**src/rtl/pixel_region_readout.sv**
```systemverilog
module pixel_region_readout #(
  parameter int NPIX   = 8,
  parameter int DATA_W = 18,
  parameter int ID_W   = 9,
  parameter int DEPTH  = 4,
  localparam int PIX_W  = $clog2(NPIX),
  localparam int REG_W  = ID_W - PIX_W,
  localparam int WORD_W = ID_W + DATA_W,
  localparam int PTR_W  = $clog2(DEPTH)
) (
  input  logic                   clk,
  input  logic                   rst_n,
  input  logic [REG_W-1:0]       region_addr,
  input  logic [NPIX-1:0]        hit_valid,
  input  logic [NPIX*DATA_W-1:0] hit_data,
  output logic [NPIX-1:0]        hit_ack,
  input  logic                   token_in,
  output logic                   token_out,
  output logic                   bus_valid,
  output logic [WORD_W-1:0]      bus_word,
  output logic                   fast_or
);

  logic [WORD_W-1:0] mem [DEPTH];
  logic [PTR_W-1:0]  wr_ptr, rd_ptr;
  logic [PTR_W:0]    count;
  logic [PIX_W-1:0]  sel;
  logic              push, pop;

  always_comb begin
    sel = '0;
    for (int i = NPIX - 1; i >= 0; i--)
      if (hit_valid[i]) sel = PIX_W'(i);
  end

  assign fast_or   = |hit_valid;
  assign push      = fast_or && (count < (PTR_W+1)'(DEPTH));
  assign pop       = token_in && (count != '0);
  assign hit_ack   = push ? (NPIX'(1) << sel) : '0;
  assign bus_valid = pop;
  assign bus_word  = pop ? mem[rd_ptr] : '0;
  assign token_out = token_in && (count == '0);

  always_ff @(posedge clk) begin
    if (push) mem[wr_ptr] <= {region_addr, sel, hit_data[sel*DATA_W +: DATA_W]};
  end

  always_ff @(posedge clk) begin
    if (!rst_n) begin
      wr_ptr <= '0;
      rd_ptr <= '0;
      count  <= '0;
    end else begin
      if (push) wr_ptr <= wr_ptr + 1'b1;
      if (pop)  rd_ptr <= rd_ptr + 1'b1;
      count <= count + (push ? 1'b1 : 1'b0) - (pop ? 1'b1 : 1'b0);
    end
  end

  AST_NO_OVERFLOW: assert property (@(posedge clk) disable iff (!rst_n)
    count <= (PTR_W+1)'(DEPTH));
  AST_COUNT_RISE: assert property (@(posedge clk) disable iff (!rst_n)
    (count > $past(count)) |-> $past(hit_ack != '0));
  AST_ACK_ONEHOT: assert property (@(posedge clk) disable iff (!rst_n)
    $onehot0(hit_ack));
  AST_ACK_LOWEST: assert property (@(posedge clk) disable iff (!rst_n)
    (hit_ack != '0) |-> (((hit_ack - 1'b1) & hit_valid) == '0) && ((hit_ack & hit_valid) != '0));
  AST_BUS_NEEDS_TOKEN: assert property (@(posedge clk) disable iff (!rst_n)
    bus_valid |-> token_in);
  AST_TOKEN_HELD: assert property (@(posedge clk) disable iff (!rst_n)
    bus_valid |-> !token_out);
  AST_FAST_OR: assert property (@(posedge clk) disable iff (!rst_n)
    (hit_ack != '0) |-> fast_or);

endmodule

```
**config.mk**
```make
export PLATFORM = sky130hd
export DESIGN_NAME = pixel_region_readout
export DESIGN_NICKNAME = d
export VERILOG_FILES = /design/src/rtl/pixel_region_readout.sv
export SDC_FILE = /design/constraint.sdc
export NUM_CORES = 1
export LEC_CHECK = 0
export ABC_AREA = 1
export BUFFER_PORTS_ARGS = -buffer_cell sky130_fd_sc_hd__buf_2
export CAP_MARGIN = 20
export CORE_MARGIN = 2
export CORE_UTILIZATION = 45
export CTS_CLUSTER_DIAMETER = 100
export DETAILED_ROUTE_END_ITERATION = 16
export PLACE_DENSITY = 0.68
export SKIP_LAST_GASP = 1
export SLEW_MARGIN = 25
export SYNTH_ARGS = -nofsm -noshare
export SYNTH_HDL_FRONTEND = slang
export SYNTH_SLANG_ARGS = --single-unit
```
**constraint.sdc**
```tcl
create_clock -name clk -period 2.5 [get_ports clk]
set_input_delay 0.125 -clock clk [delete_from_list [all_inputs] [get_ports clk]]
set_output_delay 0.125 -clock clk [all_outputs]
set_load 0.01 [all_outputs]
```
### After elaboration in Yosys (flattened, before gate mapping)

Memories as Yosys holds them, arrays and structs flattened. A register that Yosys moved wholly into a read port is not among the register bits.
Index checks and enable logic that the tools add are counted.

| cells by class | value |
|---|---|
| multiplexer cells | 16 |
| reduce and logical (&&, ||, !) cells | 6 |
| add/sub/neg operators | 4 |
| order comparisons | 1 |
| multiply operators | 1 |
| shift operators | 2 |

Operator list:

| cell | number |
|---|---|
| $shiftx A144 B9 Y18 | 1 |
| $mux W27 | 1 |
| $mux W3 | 8 |
| $mux W8 | 1 |
| $reduce_or A8 Y1 | 1 |
| $shl A1 B3 Y8 const A | 1 |
| $mul A3 B4 Y7 const B | 1 |
| $add A2 B1 Y2 const B | 2 |
| $mux W1 | 4 |
| $mux W2 | 2 |
| $add A3 B1 Y3 | 1 |
| $logic_and A1 B1 Y1 | 3 |
| $logic_not A3 Y1 | 1 |
| $lt A3 B3 Y1 const B | 1 |
| $reduce_bool A3 Y1 | 1 |
| $sub A3 B1 Y3 | 1 |

| storage, ports and cells | value |
|---|---|
| bits in writable memories | 108 |
| word-level logic and storage cells | 34 |
| memories | 1 |
| input bits | 161 |
| register bits after elaboration | 7 |
| output and inout bits | 38 |

Memories:

| name | depth | width | rd ports | clocked after Yosys merged registers in | write ports | RTL line | source |
|---|---|---|---|---|---|---|---|
| mem | 4 | 27 | 1 | 1 | 1 | 24 | `logic [WORD_W-1:0] mem [DEPTH];` |

### Longest topological paths before layout

| logic depth | value |
|---|---|
| word-level depth | 10 |
| depth in mapped cells | 15 |
| gate-level depth less buffers | 14 |

### Least setup slack after synthesis

OpenSTA, ideal clock, no wires.

| path | value |
|---|---|
| kind | input to register |
| start point | in hit_valid[0] |
| end point | mem mem[0][0] (netlist bit), enable pin |
| arrival | 1.875 ns |
| buffers on the path | 0 |
| setup slack | 0.214 ns |
| setup time | 0.411 ns |
| stages on the path | 6 |
| cells stage by stage | inv_2 nand2_1 inv_1 nand3_1 nand2_1 nor2_1 |

| between the ends | value |
|---|---|
| cells in the longest elaborated chain, start to end | 4 |

Ends and longest elaborated chain:

| item | RTL line | source |
|---|---|---|
| start, declared | 14 | `input logic [NPIX-1:0] hit_valid,` |
| $reduce_or A8 Y1 | 36 | `assign fast_or = \|hit_valid;` |
| via fast_or | 21 | `output logic fast_or` |
| $logic_and A1 B1 Y1 | 37 | `assign push = fast_or && (count < (PTR_W+1)'(DEPTH));` |
| $mux W1 | 45 | `if (push) mem[wr_ptr] <= {region_addr, sel, hit_data[sel*DATA_W +: DATA_W]};` |
| $mux W1 (not written as such) | 45 |  |
| end, declared | 24 |  |

The timed path passes the listed nets, and every way through them passes these cells.

==> run metrics <==
Post-Syn Instances 759; wire length of the first global-routing pass 27100 um; cell type with the highest aggregate area in the netlist sky130_fd_sc_hd__edfxtp_1; number of slew-limit violations in the final report 0; combined area of all synthesized cells 6320 um^2; delay of the slowest critical-path stage 0.48 ns; Post-synth top flop sky130_fd_sc_hd__edfxtp_1; clock buffer count from CTS 17; antenna violations before repair 1; maximum number of pins on one net before global-route repair 56; hold_ws 0.149 ns; layout filler cell count 1248; Register-to-Register Path Depth 12; RSZ-0062 raised after global routing false; register clock-pin slew on the reported worst setup and hold paths 0.05 ns; Area contributors post-synth sky130_fd_sc_hd__edfxtp_1, sky130_fd_sc_hd__nor2_1, sky130_fd_sc_hd__nand2_1; initial core utilization 0.457; number of nets in the layout 1124; Max Buffers Root-to-Sink 2; total area of multi-input combinational cells 2550 um^2; clock tree from TritonCTS done; proportion of register bits with asynchronous set or reset after synthesis 0; clk_lat worst skew 0.41 ns; setup slack of the most critical reg-to-reg path 0.56 ns; Buf+Inv Stages, Crit Path 2; required time of the critical path 2.38 ns; via-per-instance ratio 5.18; total gr overflow 0; drt first-iter violations 303; number of gates on the worst path with buffers counted 6; Worst EP arrival 2.03 ns; Hold Crit Class input pin to flip-flop; synthesized flop and latch total 117; status finished, final reports clean; Post-synth EDFFs 108; cell area power density 942 nW/um^2; number of nets produced by synthesis 927; number of I/O pins 199; post-DR wirelength/cell 15.4 um; placed standard-cell area 7540 um^2; cell with the largest stage delay on the worst path sky130_fd_sc_hd__buf_4; Die Width 123 um; library cells used by synthesis 23; Max IR drop VDD 0.000590 V; share of final-layout standard cells stronger than drive strength 1 0.279; most frequent cell on the critical path sky130_fd_sc_hd__nor2_1; final setup fails 0; yosys synthesis warning count 0; vias in the first global route 5490; critical-path maximum fanout 54; number of buffers inserted by hold repair at cts 7; overall routing resource usage 0.239; normalized max-slew margin 0.562; portion of the post-synthesis area used by sequential elements 0.541; worst-case clock skew 0.0173 ns; Total Routed Length 17700 um; library cell used as clock root buffer sky130_fd_sc_hd__clkbuf_16; Syn Area/Cell 8.33 um^2; final clock period utilization by the worst path 0.863; Layout Area Growth over Synthesis 30.7%; total negative setup slack 0 ns; capturing element type of the critical path output pin; Resize count post-CTS 0; # Post-CTS Setup Buffers 0; class of the most critical setup path flip-flop to output pin; highest attainable clock frequency 463 MHz; Clock Sinks 117; router iterations before antenna repair 5; Placeable Area 13800 um^2; Via Count 5955; sequential cell area 3420 um^2; deepest level of the CTS H-tree 4; final cell utilization of the core 0.598; fraction of synthesized cell area taken by the top area cell type 0.513; post-layout minimum cycle time 2.16 ns; Die Outline Area 15000 um^2; Die Span Y 123 um; Synth top cells by count sky130_fd_sc_hd__nor2_1, sky130_fd_sc_hd__nand2_1, sky130_fd_sc_hd__edfxtp_1; most frequent cell after synthesis sky130_fd_sc_hd__nor2_1; row count 43; post-DP HPWL 12200 um; drc violations 0; weighted congestion reported at the end of routability-driven placement 0.847; number of cells traversed by the worst hold path 4; Worst setup SP type flip-flop; final hold violations 0; PortBufs 198; cell family with most CP delay buffers and inverters; static leakage 3.73 nW; Detail Route Antenna Nets 0; fin area 8270 um^2; worst slew pin tran 0.656 ns; max-cap violation count 0; CP Cell Sequence buf_4 > nor2_1 > nor2_1 > o21ai_0 > a21oi_1 > buf_2
worst min-delay path, cell delays in order:
cell and delay (ns):
sky130_fd_sc_hd__buf_2 0.08, sky130_fd_sc_hd__nand2_1 0.06, sky130_fd_sc_hd__inv_1 0.15, sky130_fd_sc_hd__a21oi_1 0.09
metal layers:
layer | share of wire | vias up | track usage
met4 | 0.023 | 0 | 0.0920
met1 | 0.42 | 2704 | 0.308
li1 | - | 2995 | -
met2 | 0.49 | 229 | 0.397
met5 | 0 | - | 0
met3 | 0.066 | 27 | 0.0507
layout make-up:
cell class,count,share of cell area
antenna,1,0.000303
clock buffer,25,0.0623
clock inverter,7,0.0169
inverter,30,0.0136
multi-input combinational,558,0.308
sequential,117,0.414
tap,180,0.0272
timing repair buffer,232,0.157
final timing paths:
check	start	endpoint
min reg2reg	rd_ptr[1]$_SDFFE_PN0P_	flip-flop
max reg2reg	count[2]$_SDFF_PN0_	count[2]$_SDFF_PN0_
min	token_in	rd_ptr[0]$_SDFFE_PN0P_
max	flip-flop	bus_word[3]
power by group:
group	switching (mW)	leakage (nW)	internal (mW)	total (mW)
logic	1.50	2.33	0.730	2.23
clock network	0.767	0.316	1.82	2.59
registers	0.133	1.09	2.83	2.97
flip-flops by register name, indices dropped and copies added (netlist names), named ones only:
signal and flops:
wr_ptr 2, count 3, mem 108, rd_ptr 2
logic make-up (layout without fill, tap and decap cells):
group | after synthesis | count (layout) | share of synthesized area
XOR/XNOR | 1 | 1 | 0.00139
buffers and inverters | 84 | 294 | 0.0584
AND/OR/NAND/NOR | 457 | 457 | 0.308
adder cells (fa/ha/maj) | 7 | 7 | 0.0150
flip-flops | 117 | 117 | 0.541
other | 0 | 1 | 0
AO/OA/AOI/OAI | 93 | 93 | 0.0754
cells in the final DEF, fill, tap and decap left out, drive strengths merged:
master,count
xnor2,1
nand3,99
dlygate4sd3,7
edfxtp,108
inv,29
nor3,1
clkbuf,25
nor2,163
clkinvlp,2
clkinv,2
buf,225
nand4,40
ha,6
a21oi,34
o21ai,59
dfxtp,9
nand2,154
fa,1
bufinv,4
diode,1
through the flow:
stage | power [mW] | cells | setup WS, ns
2_1_floorplan | 4.38 | 759 | 0.214
3_3_place_gp | 5.22 | 1110 | 0.474
3_5_place_dp | 5.25 | 1110 | 0.408
4_1_cts | 7.86 | 1149 | 0.336
5_1_grt | 8.23 | 1150 | 0.191
6_report | 7.79 | 1150 | 0.342
No activity file was read; power rests on OpenSTA's default activity.
